--- config.mk ---
export PLATFORM = sky130hd
export DESIGN_NAME = vcpu_irq_if
export DESIGN_NICKNAME = d
export VERILOG_FILES = /design/src/rtl/vcpu_irq_pkg.sv /design/src/rtl/vcpu_lr_bank.sv /design/src/rtl/vcpu_pend_sel.sv /design/src/rtl/vcpu_eoi_match.sv /design/src/rtl/vcpu_reg_if.sv /design/src/rtl/vcpu_irq_if.sv
export SDC_FILE = /design/constraint.sdc
export NUM_CORES = 1
export LEC_CHECK = 0
export BUFFER_PORTS_ARGS = -buffer_cell sky130_fd_sc_hd__buf_2
export CAP_MARGIN = 20
export CORE_UTILIZATION = 45
export DETAILED_ROUTE_END_ITERATION = 8
export GPL_ROUTABILITY_DRIVEN = 0
export REMOVE_ABC_BUFFERS = 1
export SLEW_MARGIN = 20
export SYNTH_ARGS = -nofsm -noshare
export SYNTH_HDL_FRONTEND = slang
export SYNTH_HIERARCHICAL = 1
export SYNTH_SLANG_ARGS = --single-unit
export TNS_END_PERCENT = 10
--- constraint.sdc ---
create_clock -name clk_i -period 10.7 [get_ports clk_i]
set_clock_uncertainty 0.1 [all_clocks]
set_input_delay 0.535 -clock clk_i [delete_from_list [all_inputs] [get_ports clk_i]]
set_output_delay 0.535 -clock clk_i [all_outputs]
set_load 0.1 [all_outputs]
--- src/rtl/vcpu_irq_pkg.sv ---
package vcpu_irq_pkg;

  typedef enum logic [1:0] {
    LR_INVALID  = 2'd0,
    LR_PEND     = 2'd1,
    LR_ACT      = 2'd2,
    LR_PEND_ACT = 2'd3
  } lr_state_e;

  typedef struct packed {
    logic       hw;
    logic       rsvd_hi;
    lr_state_e  state;
    logic [4:0] prio;
    logic [9:0] rsvd_mid;
    logic [2:0] cpu;
    logic [9:0] vid;
  } lr_t;

  localparam int unsigned OFF_CTL = 'h000;
  localparam int unsigned OFF_PMR = 'h004;
  localparam int unsigned OFF_ACK = 'h00C;
  localparam int unsigned OFF_EOI = 'h010;

  localparam logic [9:0] SPURIOUS_ID = 10'd1023;

  function automatic logic is_pending(lr_state_e s);
    return (s == LR_PEND) || (s == LR_PEND_ACT);
  endfunction

endpackage

--- src/rtl/vcpu_lr_bank.sv ---
module vcpu_lr_bank
  import vcpu_irq_pkg::*;
#(
  parameter int unsigned NUM_LR = 4,
  localparam int unsigned IW = (NUM_LR > 1) ? $clog2(NUM_LR) : 1
) (
  input  logic          clk_i,
  input  logic          rst_ni,
  input  logic          hv_we_i,
  input  logic [IW-1:0] hv_idx_i,
  input  lr_t           hv_wdata_i,
  input  logic          ack_i,
  input  logic [IW-1:0] ack_idx_i,
  input  logic          eoi_i,
  input  logic [IW-1:0] eoi_idx_i,
  output lr_t           lr_o [NUM_LR]
);

  for (genvar i = 0; i < NUM_LR; i++) begin : g_lr
    lr_t lr_q;
    always_ff @(posedge clk_i or negedge rst_ni) begin
      if (!rst_ni) begin
        lr_q <= '0;
      end else if (hv_we_i && hv_idx_i == IW'(i)) begin
        lr_q <= hv_wdata_i;
      end else if (ack_i && ack_idx_i == IW'(i)) begin
        lr_q.state <= LR_ACT;
      end else if (eoi_i && eoi_idx_i == IW'(i)) begin
        lr_q.state <= LR_INVALID;
      end
    end
    assign lr_o[i] = lr_q;
  end

endmodule

--- src/rtl/vcpu_pend_sel.sv ---
module vcpu_pend_sel
  import vcpu_irq_pkg::*;
#(
  parameter int unsigned NUM_LR = 4,
  localparam int unsigned IW = (NUM_LR > 1) ? $clog2(NUM_LR) : 1
) (
  input  lr_t               lr_i [NUM_LR],
  output logic [NUM_LR-1:0] elig_o,
  output logic              hw_pend_o,
  output logic [NUM_LR-1:0] grant_o,
  output logic [IW-1:0]     idx_o,
  output logic              found_o
);

  logic [NUM_LR-1:0] hw_vec;

  for (genvar i = 0; i < NUM_LR; i++) begin : g_elig
    assign elig_o[i] = is_pending(lr_i[i].state) && !lr_i[i].hw;
    assign hw_vec[i] = is_pending(lr_i[i].state) && lr_i[i].hw;
  end

  assign hw_pend_o = |hw_vec;

  // Strict less-than keeps the lower index on equal priority.
  logic [4:0] best_prio;
  always_comb begin
    found_o   = 1'b0;
    idx_o     = '0;
    best_prio = '1;
    for (int i = 0; i < NUM_LR; i++) begin
      if (elig_o[i] && (!found_o || lr_i[i].prio < best_prio)) begin
        found_o   = 1'b1;
        idx_o     = IW'(i);
        best_prio = lr_i[i].prio;
      end
    end
  end

  always_comb begin
    grant_o = '0;
    if (found_o) grant_o[idx_o] = 1'b1;
  end

endmodule

--- src/rtl/vcpu_eoi_match.sv ---
module vcpu_eoi_match
  import vcpu_irq_pkg::*;
#(
  parameter int unsigned NUM_LR = 4,
  localparam int unsigned IW = (NUM_LR > 1) ? $clog2(NUM_LR) : 1
) (
  input  lr_t           lr_i [NUM_LR],
  input  logic [9:0]    vid_i,
  input  logic [2:0]    cpu_i,
  output logic          hit_o,
  output logic [IW-1:0] idx_o
);

  logic [NUM_LR-1:0] match;

  for (genvar i = 0; i < NUM_LR; i++) begin : g_match
    assign match[i] = (lr_i[i].state != LR_INVALID) &&
                      (lr_i[i].vid == vid_i) && (lr_i[i].cpu == cpu_i);
  end

  always_comb begin
    hit_o = 1'b0;
    idx_o = '0;
    for (int i = NUM_LR - 1; i >= 0; i--) begin
      if (match[i]) begin
        hit_o = 1'b1;
        idx_o = IW'(i);
      end
    end
  end

endmodule

--- src/rtl/vcpu_reg_if.sv ---
module vcpu_reg_if
  import vcpu_irq_pkg::*;
#(
  parameter int unsigned AW = 12
) (
  input  logic          clk_i,
  input  logic          rst_ni,
  input  logic          req_i,
  input  logic          we_i,
  input  logic [AW-1:0] addr_i,
  input  logic [31:0]   wdata_i,
  input  logic          sel_found_i,
  input  lr_t           sel_lr_i,
  output logic          ack_fire_o,
  output logic          eoi_fire_o,
  output logic          ctl_en_o,
  output logic          rvalid_o,
  output logic [31:0]   rdata_o
);

  logic        hit_ctl, hit_pmr, hit_ack, hit_eoi;
  logic        rd, wr;
  logic [31:0] ctl_q;
  logic [7:0]  pmr_q;
  logic [31:0] rd_mux;

  assign hit_ctl = addr_i == AW'(OFF_CTL);
  assign hit_pmr = addr_i == AW'(OFF_PMR);
  assign hit_ack = addr_i == AW'(OFF_ACK);
  assign hit_eoi = addr_i == AW'(OFF_EOI);
  assign rd      = req_i && !we_i;
  assign wr      = req_i && we_i;

  assign ctl_en_o   = ctl_q[0];
  assign ack_fire_o = rd && hit_ack && sel_found_i && ctl_q[0];
  assign eoi_fire_o = wr && hit_eoi;

  always_ff @(posedge clk_i or negedge rst_ni) begin
    if (!rst_ni) begin
      ctl_q <= '0;
      pmr_q <= '0;
    end else if (wr) begin
      if (hit_ctl) ctl_q <= wdata_i;
      if (hit_pmr) pmr_q <= wdata_i[7:0];
    end
  end

  always_comb begin
    rd_mux = '0;
    if (hit_ctl) begin
      rd_mux = ctl_q;
    end else if (hit_pmr) begin
      rd_mux = {24'b0, pmr_q};
    end else if (hit_ack) begin
      rd_mux = (sel_found_i && ctl_q[0]) ? {19'b0, sel_lr_i.cpu, sel_lr_i.vid}
                                         : {22'b0, SPURIOUS_ID};
    end
  end

  always_ff @(posedge clk_i or negedge rst_ni) begin
    if (!rst_ni) begin
      rvalid_o <= 1'b0;
      rdata_o  <= '0;
    end else begin
      rvalid_o <= rd;
      if (rd) rdata_o <= rd_mux;
    end
  end

endmodule

--- src/rtl/vcpu_irq_if.sv ---
module vcpu_irq_if
  import vcpu_irq_pkg::*;
#(
  parameter int unsigned NUM_LR = 4,
  parameter int unsigned AW     = 12,
  localparam int unsigned IW    = (NUM_LR > 1) ? $clog2(NUM_LR) : 1
) (
  input  logic          clk_i,
  input  logic          rst_ni,
  input  logic          req_i,
  input  logic          we_i,
  input  logic [AW-1:0] addr_i,
  input  logic [31:0]   wdata_i,
  output logic          rvalid_o,
  output logic [31:0]   rdata_o,
  input  logic          lr_we_i,
  input  logic [IW-1:0] lr_idx_i,
  input  logic [31:0]   lr_wdata_i,
  input  logic [IW-1:0] lr_ridx_i,
  output logic [31:0]   lr_rdata_o,
  output logic          virq_o,
  output logic          err_o
);

  lr_t               lr [NUM_LR];
  logic [NUM_LR-1:0] elig;
  logic [NUM_LR-1:0] grant;
  logic [IW-1:0]     sel_idx, eoi_idx;
  logic              sel_found, hw_pend, eoi_hit;
  logic              ack_fire, eoi_fire, ctl_en, any_pend;
  lr_t               sel_lr;

  vcpu_lr_bank #(.NUM_LR(NUM_LR)) u_bank (
    .clk_i      (clk_i),
    .rst_ni     (rst_ni),
    .hv_we_i    (lr_we_i),
    .hv_idx_i   (lr_idx_i),
    .hv_wdata_i (lr_t'(lr_wdata_i)),
    .ack_i      (ack_fire),
    .ack_idx_i  (sel_idx),
    .eoi_i      (eoi_fire && eoi_hit),
    .eoi_idx_i  (eoi_idx),
    .lr_o       (lr)
  );

  vcpu_pend_sel #(.NUM_LR(NUM_LR)) u_sel (
    .lr_i      (lr),
    .elig_o    (elig),
    .hw_pend_o (hw_pend),
    .grant_o   (grant),
    .idx_o     (sel_idx),
    .found_o   (sel_found)
  );

  vcpu_eoi_match #(.NUM_LR(NUM_LR)) u_eoi (
    .lr_i  (lr),
    .vid_i (wdata_i[9:0]),
    .cpu_i (wdata_i[12:10]),
    .hit_o (eoi_hit),
    .idx_o (eoi_idx)
  );

  assign sel_lr = lr[sel_idx];

  vcpu_reg_if #(.AW(AW)) u_regs (
    .clk_i       (clk_i),
    .rst_ni      (rst_ni),
    .req_i       (req_i),
    .we_i        (we_i),
    .addr_i      (addr_i),
    .wdata_i     (wdata_i),
    .sel_found_i (sel_found),
    .sel_lr_i    (sel_lr),
    .ack_fire_o  (ack_fire),
    .eoi_fire_o  (eoi_fire),
    .ctl_en_o    (ctl_en),
    .rvalid_o    (rvalid_o),
    .rdata_o     (rdata_o)
  );

  assign any_pend   = |elig;
  assign lr_rdata_o = lr[lr_ridx_i];

  // Raise needs enable; hold drops only when nothing is pending.
  always_ff @(posedge clk_i or negedge rst_ni) begin
    if (!rst_ni) begin
      virq_o <= 1'b0;
      err_o  <= 1'b0;
    end else begin
      virq_o <= virq_o ? any_pend : (any_pend && ctl_en);
      err_o  <= hw_pend;
    end
  end

endmodule

Word-level counts from Yosys, hierarchy flattened
Cells that the tools add are included.

cells by class
  magnitude comparators = 5
  equality and inequality tests = 28
  mux-type cells = 41
  bitwise operators = 2
  reductions and logical operators = 71

operators with widths
  operator                                         count
  2-to-1 mux 32 bit                                5
  binary-select mux 32 bit (select 2 bit)          2
  == test 10 bit                                   4
  logical AND 1 bit                                40
  2-to-1 mux 13 bit                                3
  2-to-1 mux 2 bit                                 18
  == test 2 bit (second input constant)            10
  < comparator 5 bit                               3
  2-to-1 mux 5 bit                                 3
  == test 2 x 1 -> 1 bit (second input constant)   7
  == test 12 x 3 -> 1 bit (second input constant)  1
  == test 12 x 4 -> 1 bit (second input constant)  1
  == test 12 x 5 -> 1 bit (second input constant)  1
  == test 3 bit                                    4
  logical NOT 12 bit                               1
  nonzero test 3 bit                               4
  2-to-1 mux 1 bit                                 10
  logical NOT 1 bit                                8
  nonzero test 2 bit                               4
  OR reduction 4 bit                               2
  logical OR 1 bit                                 7
  >= comparator 3 bit (second input constant)      2
  logical NOT 2 bit                                3
  inverter 2 -> 3 bit                              2
  AND reduction 2 bit                              2

word-level totals
  bits in registers = 203
  input port bits = 85
  output and inout bits = 67
  word-level logic and storage cells = 181

Longest topological paths before layout
Gate-level depths: netlist (run 1).

  depth in word-level cells = 24
  mapped depth = 28

Hierarchy
The synthesis (run 1) kept the hierarchy.

by module, submodules not included
  module          instances  cells an instance  area each (um^2)  sequential area each (um^2)
  vcpu_lr_bank    1          294                4,869.7           3,203.1
  vcpu_reg_if     1          203                2,869.0           1,826.8
  vcpu_irq_if     1          84                 1,699.1           50.0
  vcpu_pend_sel   1          106                799.5             0.0
  vcpu_eoi_match  1          91                 759.5             0.0

Worst setup path after synthesis (run 1)
Ideal clock, no wire load.

  kind = flip-flop to flip-flop
  start = register u_bank.g_lr[0].lr_q, in the netlist u_bank/lr_o[124]
  end = register u_regs.rdata_o[8]
  library setup time = 0.133 ns
  data arrival time = 6.799 ns
  required time = 10.467 ns
  slack = 3.668 ns
  stages on the path, launching flop included = 28
  buffers on the path = 3
  clock period less this slack = 7.032 ns
  cell sequence = dfrtp_1 nand2b_4 buf_6 nor2_1 ha_1 or4b_1 a211oi_1 o21ai_1 nand2_2 mux2_2 ha_1 a21o_1 a21o_1 a211o_1 o32a_2 mux2_4 ha_1 a21o_1 a31oi_1 o311ai_0 or4_2 o211a_1 o221ai_1 buf_6 buf_12 mux4_2 o21ai_0 o21ai_0

RTL lines
  item                    line                source
  from (decl)             vcpu_lr_bank.sv:20  lr_t lr_q;
  from (signal assigned)  vcpu_lr_bank.sv:25  lr_q <= hv_wdata_i;
  to (signal assigned)    vcpu_reg_if.sv:66   if (rd) rdata_o <= rd_mux;
  to (decl)               vcpu_reg_if.sv:18   output logic [31:0] rdata_o

==> metrics.log, run 1 <==
[metrics] CTS Buffer Depth: 3
[metrics] effective utilization at floorplan: 0.4608
[metrics] largest net degree at the start of global routing: about 120
[metrics] Yosys warning total: 6
[metrics] global-route wire length before repair: 41.65 mm
[metrics] initial antenna violation count: 2
[metrics] remaining max-slew budget at the tightest pin: 0.2079
[metrics] footprint of the flip-flops and latches: 5080 µm²
[metrics] worst slack at placement: 2.994 ns
[metrics] net load switching power: 845.5 µW
[metrics] status: completed
[metrics] period utilization: 0.7273
[metrics] vias in the first global route: 7440
[metrics] input/output buffers: 151
[metrics] filler instances: 1945
[metrics] number of buffers created by CTS: 22
[metrics] number of nets still failing antenna checks after routing: 0
[metrics] master cell of the clock root buffer: sky130_fd_sc_hd__clkbuf_16
[metrics] shortest period the worst path allows: slightly below 8 ns
[metrics] average wire length per cell after detail routing: 21.61 µm
[metrics] critical path class: flop to flop
[metrics] Static Leakage: 0.005560 µW
[metrics] post-CTS resize count: 0
[metrics] final worst setup slack: 2.918 ns
[metrics] biggest fanout along the worst timing path: 17
[metrics] area taken by multi-input logic gates: 4966 µm²
[metrics] sequential power share: 0.384
[metrics] measured slew at the worst slew-check pin: 1.188 ns
[metrics] global-route usage over all layers: 0.2259
[metrics] critical path capture point type: flop
[metrics] worst setup slack for register-to-register paths: 2.92 ns
[metrics] Ant. Diodes: 0
[metrics] cell area power density: 204.8 nW/µm²
[metrics] Num Clock Sinks: roughly 200
[metrics] Worst Reg-to-Reg Cells: 24
[metrics] share of total power consumed by net switching: 0.3405
[metrics] Top Ports: 152
[metrics] Syn Std Cell Area: 10500 µm²
[metrics] drt first pass iters: 4
[metrics] required time of the critical path: 10.96 ns
[metrics] net count of the finished layout: 978
[metrics] Min-Delay Path Class: primary input to async pin
[metrics] Via density: 5.734
[metrics] CTS tree: yes
[metrics] DRT iter0 DRCs: 333
[metrics] start point of the critical path: u_bank/lr_o[124]
[metrics] count of standard-cell rows: 55
[metrics] area growth from synthesis to final layout: 15.50%
[metrics] number of hold violations in the final report: 0
[metrics] horizontal extent of the die: 154.7 µm
[metrics] mean cell area of the mapped netlist: 14.00 µm²
[metrics] final wirelength: 26.17 mm
[metrics] share of power burned in the clock network: 0.315
[metrics] post-detail-place hpwl: 17.95 mm
[metrics] Setup Buffers After CTS: 0
[metrics] Cell Int Power: between 1500 and 2000 µW
[metrics] RR Startpoint: u_bank/lr_o[124]
[metrics] unrepaired setup endpoints after global routing: no
[metrics] maximum clock frequency: 0.1285 GHz
[metrics] share of layout cells above drive strength 1: 0.4777
[metrics] final count of pins violating max slew: 0
[metrics] setup total negative slack: 0 ns
[metrics] Final Setup Violations: 0
[metrics] height of the chip: 154.7 µm
[metrics] total die area: roughly 24000 µm²
[metrics] DRC violation count after routing: 0
[metrics] CTS clock-pin slew for the worst setup and hold paths: 0.06 ns
[metrics] worst path arrival time: 8.05 ns
[metrics] Hold Buf Count CTS: 0
[metrics] CTS H-Tree Depth: 1
[metrics] Core Area: 22780 µm²
[metrics] routed vias: roughly 6900
[metrics] Max-Cap Viols: 0
[metrics] combinational cell fraction of total power: 0.301
[metrics] GRT Residual Overflow: 0
[metrics] Max IR drop VDD: 0.1363 mV
[metrics] clock latency on the worst-skew pair: 0.50 ns
[metrics] Worst Setup Start Kind: flop
[metrics] cells after synthesis: 750
## area by class of cell
| class | count | area share |
|---|---|---|
| Tap cell | 313 | 0.03230 |
| Inverter | 18 | 0.005573 |
| Clock buffer | 34 | 0.05666 |
| Clock inverter | 5 | 0.006193 |
| Timing Repair Buffer | 161 | 0.07060 |
| Sequential cell | 203 | 0.4190 |
| Multi-Input combinational cell | 477 | 0.4096 |
## cells in the final DEF (no fill, tap or decap), types with 4 or more instances in the layout
master                      instances
sky130_fd_sc_hd__mux4_2            42
sky130_fd_sc_hd__nand3_1            5
sky130_fd_sc_hd__inv_1             17
sky130_fd_sc_hd__nor2_1            20
sky130_fd_sc_hd__a21o_1             7
sky130_fd_sc_hd__a22oi_1           12
sky130_fd_sc_hd__clkbuf_8           8
sky130_fd_sc_hd__nand2_1           14
sky130_fd_sc_hd__nor4_1             5
sky130_fd_sc_hd__clkbuf_1           4
sky130_fd_sc_hd__mux2_4             5
sky130_fd_sc_hd__mux2_2           159
sky130_fd_sc_hd__a32o_1             4
sky130_fd_sc_hd__nor3_1             4
sky130_fd_sc_hd__xnor2_2            6
sky130_fd_sc_hd__nand2b_1           7
sky130_fd_sc_hd__o21ai_0           17
sky130_fd_sc_hd__buf_4              8
sky130_fd_sc_hd__buf_2            150
sky130_fd_sc_hd__xnor2_1           46
sky130_fd_sc_hd__dfrtp_1          203
sky130_fd_sc_hd__nand4_1           13
sky130_fd_sc_hd__clkbuf_16         23
sky130_fd_sc_hd__a211oi_1           4
sky130_fd_sc_hd__a22o_1            22
sky130_fd_sc_hd__ha_1              10
sky130_fd_sc_hd__o22ai_1            8
sky130_fd_sc_hd__a21oi_1            6
## path summary, 6_finish.rpt
| check | to |
|---|---|
| worst max register to register | u_regs/rdata_o[0] |
| worst max-delay path | u_regs/rdata_o[0] |
| min in group clk_i | u_regs/ctl_q[19] |
| worst min register to register | u_regs/rdata_o[18] |
| max in group asynchronous | u_bank/lr_o[49] |
| worst min-delay path | u_regs/rdata_o[14] |
## critical path, stage by stage (launching register included)
cell and delay (ns):
sky130_fd_sc_hd__dfrtp_1 0.46, sky130_fd_sc_hd__nand2b_4 0.17, sky130_fd_sc_hd__nor2_1 0.07, sky130_fd_sc_hd__ha_1 0.22, sky130_fd_sc_hd__or4b_1 0.53, sky130_fd_sc_hd__a211oi_1 0.18, sky130_fd_sc_hd__o21ai_1 0.19, sky130_fd_sc_hd__nand2_2 0.19
sky130_fd_sc_hd__mux2_2 0.38, sky130_fd_sc_hd__ha_1 0.30, sky130_fd_sc_hd__a21o_1 0.17, sky130_fd_sc_hd__a21o_1 0.19, sky130_fd_sc_hd__a211o_1 0.34, sky130_fd_sc_hd__o32a_2 0.41, sky130_fd_sc_hd__mux2_4 0.32, sky130_fd_sc_hd__ha_1 0.29
sky130_fd_sc_hd__a21o_1 0.17, sky130_fd_sc_hd__a31oi_1 0.20, sky130_fd_sc_hd__o311ai_0 0.26, sky130_fd_sc_hd__or4_2 0.59, sky130_fd_sc_hd__o211a_1 0.26, sky130_fd_sc_hd__o221ai_4 0.77, sky130_fd_sc_hd__mux4_1 0.67, sky130_fd_sc_hd__o22ai_1 0.12
sky130_fd_sc_hd__o21ai_0 0.10
## power by group through the flow
stage | registers, µW | clock network, µW | logic [µW]
after detailed placement | 967 | 0 | 746
final | 953 | 783 | 747
after floorplan | 943 | 0 | 575
after global placement | 956 | 0 | 729
after CTS | 953 | 805 | 751
after global routing | 966 | 836 | 791
## metrics by stage
step                std cells    util  power, µW  hold WS, ns  area (µm²)
floorplan                 698       -       1518       0.1394       10080
global placement         1171  0.4977       1685       0.3623       11340
detailed placement       1172  0.4986       1713       0.3716       11360
CTS                      1211  0.5321       2509       0.1161       12120
global route             1211  0.5322       2594       0.1378       12120
finish                   1211  0.5322       2483      0.06098       12120
## routing by layer
metal	GRT usage	wire, µm	share of wire
met4	0.06506	617	0.024
met1	0.2960	11290	0.43
met2	0.3844	12700	0.49
met5	0	8	0.00031
met3	0.04035	1541	0.059
## flip-flops by register name, indices dropped and copies added (netlist names)
| name | flops |
|---|---|
| u_regs/ctl_q | 32 |
| virq_o | 1 |
| u_regs/rvalid_o | 1 |
| u_regs/pmr_q | 8 |
| u_bank/lr_o | 128 |
| err_o | 1 |
| u_regs/rdata_o | 32 |
Note: power is estimated with default switching activity, not from simulation.
==> run 2, diff against run 1 <==
clock period = 8.05 ns   (was 10.7 ns; I/O delays follow)
==> metrics.log, run 2 (synthesis results as in run 1) <==
[metrics] status: completed
[metrics] post-detail-place hpwl: 17.91 mm (-0.23%)
[metrics] net load switching power: 1124 µW (+33%)
[metrics] required time of the critical path: 8.31 ns (-2.65 ns)
[metrics] average wire length per cell after detail routing: 21.45 µm (-0.75%)
[metrics] Max IR drop VDD: 0.1929 mV (+42%)
[metrics] number of nets still failing antenna checks after routing: 0 (unchanged)
[metrics] final wirelength: 26.12 mm (-0.18%)
[metrics] height of the chip: 154.7 µm (unchanged)
[metrics] Ant. Diodes: 0 (unchanged)
[metrics] Worst Setup Start Kind: flop
[metrics] CTS H-Tree Depth: 1 (unchanged)
[metrics] CTS Buffer Depth: 3 (unchanged)
[metrics] CTS clock-pin slew for the worst setup and hold paths: 0.06 ns (about the same)
[metrics] initial antenna violation count: 2 (unchanged)
[metrics] measured slew at the worst slew-check pin: 1.005 ns (-0.1837 ns)
[metrics] vias in the first global route: 7495 (+0.74%)
[metrics] Via density: 5.690 (-0.76%)
[metrics] GRT Residual Overflow: 0 (unchanged)
[metrics] combinational cell fraction of total power: 0.303 (+0.002)
[metrics] Final Setup Violations: 0 (unchanged)
[metrics] critical path class: flop to flop
[metrics] Largest register FFs: 128 (unchanged)
[metrics] share of total power consumed by net switching: 0.3419 (+0.001379)
[metrics] final count of pins violating max slew: 0 (unchanged)
[metrics] clock latency on the worst-skew pair: 0.50 ns (about the same)
[metrics] Max-Cap Viols: 0 (unchanged)
[metrics] horizontal extent of the die: 154.7 µm (unchanged)
[metrics] start point of the critical path: u_bank/lr_o[124]
[metrics] remaining max-slew budget at the tightest pin: 0.3303 (+0.1224)
[metrics] number of buffers created by CTS: 23 (+4.5%)
[metrics] global-route wire length before repair: 41.43 mm (-0.51%)
[metrics] most frequent cells in the layout: 203 x sky130_fd_sc_hd__dfrtp_1, 159 x sky130_fd_sc_hd__mux2_2, 150 x sky130_fd_sc_hd__buf_2
[metrics] final worst setup slack: 0.5336 ns (-2.384 ns)
[metrics] share of layout cells above drive strength 1: 0.4785 (+0.0007248)
[metrics] largest net degree at the start of global routing: 125 (+3.3%)
[metrics] Worst Reg-to-Reg Cells: 25 (+4.2%)
[metrics] Setup Buffers After CTS: 0 (unchanged)
[metrics] Core Area: 22780 µm² (unchanged)
[metrics] period utilization: 0.9337 (+0.2064)
[metrics] count of standard-cell rows: 55 (unchanged)
[metrics] effective utilization at floorplan: 0.4608 (unchanged)
[metrics] most common library cell in the layout ignoring fill and taps: sky130_fd_sc_hd__dfrtp_1
[metrics] worst slack at placement: 0.6265 ns (-2.367 ns)
[metrics] Num Clock Sinks: 203 (unchanged)
[metrics] master cell of the clock root buffer: sky130_fd_sc_hd__clkbuf_16
[metrics] setup total negative slack: 0 ns (unchanged)
[metrics] critical path capture point type: flop
[metrics] CTS tree: yes
[metrics] total die area: 23940 µm² (unchanged)
[metrics] Cell Int Power: 2163 µW (+32%)
[metrics] maximum clock frequency: 0.1330 GHz (+3.5%)
[metrics] global-route usage over all layers: 0.2234 (-0.002551)
[metrics] DRC violation count after routing: 0 (unchanged)
[metrics] sequential power share: 0.385 (about the same)
[metrics] Static Leakage: 0.005581 µW (+0.39%)
[metrics] drt first pass iters: 5 (+1)
[metrics] net count of the finished layout: 984 (+0.61%)
[metrics] area growth from synthesis to final layout: 15.79%
[metrics] input/output buffers: 151 (unchanged)
[metrics] number of hold violations in the final report: 0 (unchanged)
[metrics] Top Ports: 152 (unchanged)
[metrics] Final Power: 3286 µW (+32%)
[metrics] Min-Delay Path Class: primary input to flop
[metrics] unrepaired setup endpoints after global routing: no
[metrics] biggest fanout along the worst timing path: 17 (unchanged)
[metrics] RR Startpoint: u_bank/lr_o[124]
[metrics] share of power burned in the clock network: 0.312 (-0.003)
[metrics] shortest period the worst path allows: 7.516 ns (-0.2659 ns)
[metrics] routed vias: 6931 (-0.19%)
[metrics] cell area power density: 270.4 nW/µm² (+32%)
[metrics] worst hold path cell count: 2
[metrics] hold_sp: wdata_i[25]
[metrics] DRT iter0 DRCs: 370 (+11%)
[metrics] worst path arrival time: 7.78 ns (-0.27 ns)
[run 2: cell count changes in the layout (fill, tap and decap cells not counted), sizes merged]
| cell | previous run | this run |
|---|---|---|
| buf | 160 | 163 |
| bufinv | 2 | 1 |
| clkbuf | 35 | 37 |
| clkinv | 3 | 4 |
| dlygate4sd3 | 0 | 2 |
[run 2: through the flow]
stage / util / hold slack [ns] / cells / area (µm²)
finish: 0.5336 / 0.03945 / 1218 / 12150
global route: 0.5336 / 0.03139 / 1218 / 12150
CTS: 0.5322 / 0.01813 / 1217 / 12120
detailed placement: 0.4982 / 0.3708 / 1174 / 11350
global placement: 0.4982 / 0.3622 / 1174 / 11350
floorplan: - / 0.006909 / 698 / 10080
[run 2: final timing paths]
path / to / slack [ns]
setup / recovery: u_regs/rdata_o[0] / 0.53
hold / removal: u_regs/ctl_q[25] / 0.04
setup reg to reg: u_regs/rdata_o[0] / 0.53
hold reg to reg: u_regs/rdata_o[25] / 0.38
max in group asynchronous: u_regs/rdata_o[11] / 6.58
min in group asynchronous: u_regs/rdata_o[14] / 0.27
[run 2: power by group through the flow]
stage	clock, µW	combinational (µW)	sequential [µW]
floorplan	0	764	1250
CTS	1050	997	1260
global route	1090	1050	1280
finish	1020	995	1270
detailed placement	0	990	1280
global placement	0	970	1270
[run 2: what timing repair did]
action / in CTS / in global routing
resized for setup: 0 / 0
hold buffers: 2 / 0
endpoints found under the hold margin: 9 / 0
[run 2: per-layer routing]
layer	track usage	vias to the layer above	routed length [µm]
li1	-	3096	-
met2	0.3693	224	12260
met1	0.3025	3560	11730
met5	0	-	8
met3	0.04007	49	1411
met4	0.06271	2	717
[run 2: cell type report]
class / count / area [µm²]
clock inverter: 5 / 50.05
timing repair buffer: 166 / 905.9
sequential: 203 / 5080
fill: 1939 / 10620
tap: 313 / 391.6
clock buffer: 36 / 704.4
multi-input combinational: 477 / 4955
inverter: 18 / 67.56
[run 2: worst max-delay path: stages (launching register included)]
cell	delay (ns)
sky130_fd_sc_hd__dfrtp_1	0.45
sky130_fd_sc_hd__nand2b_4	0.16
sky130_fd_sc_hd__nor2_1	0.08
sky130_fd_sc_hd__ha_1	0.22
sky130_fd_sc_hd__or4b_1	0.53
sky130_fd_sc_hd__a211oi_1	0.19
sky130_fd_sc_hd__o21ai_1	0.19
sky130_fd_sc_hd__nand2_2	0.20
sky130_fd_sc_hd__mux2_2	0.37
sky130_fd_sc_hd__ha_1	0.31
sky130_fd_sc_hd__a21o_1	0.17
sky130_fd_sc_hd__a21o_1	0.20
sky130_fd_sc_hd__a211o_1	0.34
sky130_fd_sc_hd__o32a_2	0.41
sky130_fd_sc_hd__mux2_4	0.32
sky130_fd_sc_hd__ha_1	0.29
sky130_fd_sc_hd__a21o_1	0.16
sky130_fd_sc_hd__a31oi_1	0.22
sky130_fd_sc_hd__o311ai_0	0.28
sky130_fd_sc_hd__or4_2	0.61
sky130_fd_sc_hd__o211a_1	0.25
sky130_fd_sc_hd__o221ai_2	0.14
sky130_fd_sc_hd__buf_4	0.35
sky130_fd_sc_hd__mux4_1	0.62
sky130_fd_sc_hd__o22ai_1	0.12
sky130_fd_sc_hd__o21ai_0	0.09
==> run 3, diff against run 2 <==
CORE_ASPECT_RATIO = 1.1   (was default)
==> metrics.log, run 3 (synthesis results as in run 1) <==
[metrics] status: completed
[metrics] footprint of the flip-flops and latches: 5080 µm² (unchanged)
[metrics] filler instances: 1941 (+0.10%)
[metrics] placement-stage cell area: 11320 µm² (-0.21%)
[metrics] share of total power consumed by net switching: 0.3448 (+0.002851)
[metrics] biggest fanout along the worst timing path: 17 (unchanged)
[metrics] cell area power density: 271.3 nW/µm² (+0.35%)
[metrics] total die area: 23940 µm² (about the same)
[metrics] post-detail-place hpwl: 17.93 mm (+0.12%)
[metrics] area growth from synthesis to final layout: 16.28%
[metrics] combinational cell fraction of total power: 0.302 (about the same)
[metrics] unrepaired setup endpoints after global routing: no
[metrics] routed vias: 6978 (+0.68%)
[metrics] Max-Cap Viols: 0 (unchanged)
[metrics] CTS Buffer Depth: 3 (unchanged)
[metrics] dpl cells: 1160 (-1.2%)
[metrics] Worst Setup Start Kind: flop
[metrics] net load switching power: 1142 µW (+1.6%)
[metrics] worst path arrival time: 7.73 ns (-0.05 ns)
[metrics] share of power burned in the clock network: 0.317 (+0.005)
[metrics] average wire length per cell after detail routing: 21.61 µm (+0.77%)
[metrics] area taken by multi-input logic gates: 4960 µm² (+0.10%)
[metrics] count of standard-cell rows: 58 (+5.5%)
[metrics] Via density: 5.762 (+1.3%)
[metrics] Max IR drop VDD: 0.1993 mV (+3.3%)
[metrics] initial antenna violation count: 2 (unchanged)
[metrics] CTS clock-pin slew for the worst setup and hold paths: 0.06 ns (about the same)
[metrics] required time of the critical path: 8.32 ns (about the same)
[metrics] Min-Delay Path Class: primary input to flop
[metrics] critical path capture point type: flop
[metrics] master cell of the clock root buffer: sky130_fd_sc_hd__clkbuf_16
[metrics] most frequent cells in the layout: 203 x sky130_fd_sc_hd__dfrtp_1, 159 x sky130_fd_sc_hd__mux2_2, 150 x sky130_fd_sc_hd__buf_2
[metrics] Finished Layout Cells: 1211 (-0.57%)
[metrics] sequential power share: 0.382 (-0.003)
[metrics] Largest register FFs: 128 (unchanged)
[metrics] Num Clock Sinks: 203 (unchanged)
[metrics] DRC violation count after routing: 0 (unchanged)
[metrics] measured slew at the worst slew-check pin: 1.041 ns (+0.03682 ns)
[metrics] CTS tree: yes
[metrics] most common library cell in the layout ignoring fill and taps: sky130_fd_sc_hd__dfrtp_1
[metrics] effective utilization at floorplan: 0.4592 (-0.001639)
[metrics] number of hold violations in the final report: 0 (unchanged)
[metrics] height of the chip: 162.2 µm (+4.8%)
[metrics] period utilization: 0.9265 (-0.007194)
[metrics] worst slack at placement: 0.6614 ns (+0.03493 ns)
[metrics] Final Setup Violations: 0 (unchanged)
[metrics] remaining max-slew budget at the tightest pin: 0.3058 (-0.02455)
[metrics] critical path's slowest cell: sky130_fd_sc_hd__mux4_1
[metrics] vias in the first global route: 7478 (-0.23%)
[metrics] clock latency on the worst-skew pair: 0.52 ns (+0.02 ns)
[metrics] global-route usage over all layers: 0.2229 (-0.0004460)
[metrics] DRT iter0 DRCs: 426 (+15%)
[metrics] Worst Path Buf+Inv: 1 (unchanged)
[metrics] setup total negative slack: 0 ns (unchanged)
[metrics] number of nets still failing antenna checks after routing: 0 (unchanged)
[metrics] Cell Int Power: 2170 µW (+0.34%)
[metrics] post-CTS resize count: 0 (unchanged)
[metrics] GRT Residual Overflow: 0 (unchanged)
[metrics] critical path class: flop to flop
[metrics] shortest period the worst path allows: 7.458 ns (-0.05791 ns)
[metrics] largest net degree at the start of global routing: 135 (+8.0%)
[metrics] final wirelength: 26.17 mm (+0.19%)
[metrics] final count of pins violating max slew: 0 (unchanged)
[metrics] Static Leakage: 0.005599 µW (+0.31%)
[metrics] global-route wire length before repair: 41.47 mm (about the same)
[metrics] net count of the finished layout: 989 (+0.51%)
[metrics] input/output buffers: 151 (unchanged)
[metrics] CP top delay family: compound AO/OA/AOI/OAI gates
[metrics] Top Ports: 152 (unchanged)
[metrics] horizontal extent of the die: 147.6 µm (-4.6%)
[metrics] final worst setup slack: 0.5915 ns (+0.05791 ns)
[metrics] CTS H-Tree Depth: 1 (unchanged)
[metrics] number of buffers created by CTS: 23 (unchanged)
[metrics] drt first pass iters: 4 (-1)
[metrics] Core Area: 22860 µm² (+0.36%)
[metrics] summed area of non-filler cells in the final layout: 12210 µm² (+0.42%)
[metrics] share of layout cells above drive strength 1: 0.4780 (about the same)
[metrics] Hold Buf Count CTS: 7 (+5)
[metrics] maximum clock frequency: 0.1341 GHz (+0.78%)
[metrics] critical path's largest stage delay: 0.60 ns (-0.02 ns)
[metrics] Setup Buffers After CTS: 0 (unchanged)
==> run 3: cell types whose count changed in the layout (fill, tap and decap cells not counted), moves of 2 or more <==
cell	previous run	this run
sky130_fd_sc_hd__clkbuf_1	5	3
sky130_fd_sc_hd__clkinvlp_4	0	2
sky130_fd_sc_hd__dlygate4sd3_1	2	8
sky130_fd_sc_hd__clkbuf_8	9	5
==> run 3: worst register-to-register path, stage by stage (launching register included) <==
cell	delay, ns
sky130_fd_sc_hd__dfrtp_1	0.44
sky130_fd_sc_hd__nand2b_4	0.15
sky130_fd_sc_hd__nor2_1	0.07
sky130_fd_sc_hd__ha_1	0.22
sky130_fd_sc_hd__or4b_1	0.53
sky130_fd_sc_hd__a211oi_1	0.21
sky130_fd_sc_hd__o21ai_1	0.20
sky130_fd_sc_hd__nand2_2	0.20
sky130_fd_sc_hd__mux2_2	0.38
sky130_fd_sc_hd__ha_1	0.30
sky130_fd_sc_hd__a21o_1	0.16
sky130_fd_sc_hd__a21o_1	0.19
sky130_fd_sc_hd__a211o_1	0.34
sky130_fd_sc_hd__o32a_2	0.40
sky130_fd_sc_hd__mux2_4	0.32
sky130_fd_sc_hd__ha_1	0.29
sky130_fd_sc_hd__a21o_1	0.16
sky130_fd_sc_hd__a31oi_1	0.22
sky130_fd_sc_hd__o311ai_0	0.28
sky130_fd_sc_hd__or4_2	0.59
sky130_fd_sc_hd__o211a_1	0.24
sky130_fd_sc_hd__o221ai_2	0.15
sky130_fd_sc_hd__buf_4	0.35
sky130_fd_sc_hd__mux4_1	0.60
sky130_fd_sc_hd__o22ai_1	0.13
sky130_fd_sc_hd__o21ai_0	0.10
==> run 3: routing by layer <==
| layer | GRT usage | wire length [µm] | vias to the layer above |
|---|---|---|---|
| li1 | - | - | 3109 |
| met1 | 0.2930 | 11290 | 3610 |
| met2 | 0.3782 | 12850 | 212 |
| met3 | 0.03848 | 1424 | 45 |
| met4 | 0.06560 | 592 | 2 |
| met5 | 0 | 8 | - |
==> run 3: metrics by stage <==
stage                     power, µW    util  hold slack (ns)
after CTS                      3347  0.5319         0.001695
after global placement         2240  0.4950           0.3621
after global routing           3455  0.5339          0.01757
after detailed placement       2278  0.4954           0.3735
after floorplan                2018       -         0.006909
final                          3311  0.5339          0.02325
==> run 3: final cells by class <==
type / instances / area share
repair buffers: 171 / 0.07832
flip-flops and latches: 203 / 0.4162
diodes: 1 / 0.0002050
clock buffers: 31 / 0.05372
inverters: 18 / 0.005536
well taps: 300 / 0.03075
clock inverters: 10 / 0.008918
multi-input cells: 477 / 0.4064
==> run 3: power groups by stage <==
stage	sequential, µW	clock (µW)	combinational, µW
floorplan	1250	0	764
global placement	1270	0	970
detailed placement	1280	0	994
CTS	1260	1080	1000
global route	1280	1120	1050
finish	1260	1050	999
==> run 3: worst paths after layout <==
check | start | end | slack, ns | depth (start not counted)
worst min register to register | u_regs/ctl_q[26] | u_regs/rdata_o[26] | 0.39 | 1
max in group asynchronous | rst_ni | u_bank/lr_o[100] | 5.89 | 4
worst max register to register | u_bank/lr_o[124] | u_regs/rdata_o[0] | 0.59 | 25
worst min-delay path | wdata_i[16] | u_regs/ctl_q[16] | 0.02 | 2
worst max-delay path | u_bank/lr_o[124] | u_regs/rdata_o[0] | 0.59 | 25
min in group asynchronous | rst_ni | u_regs/rdata_o[27] | 0.26 | 2
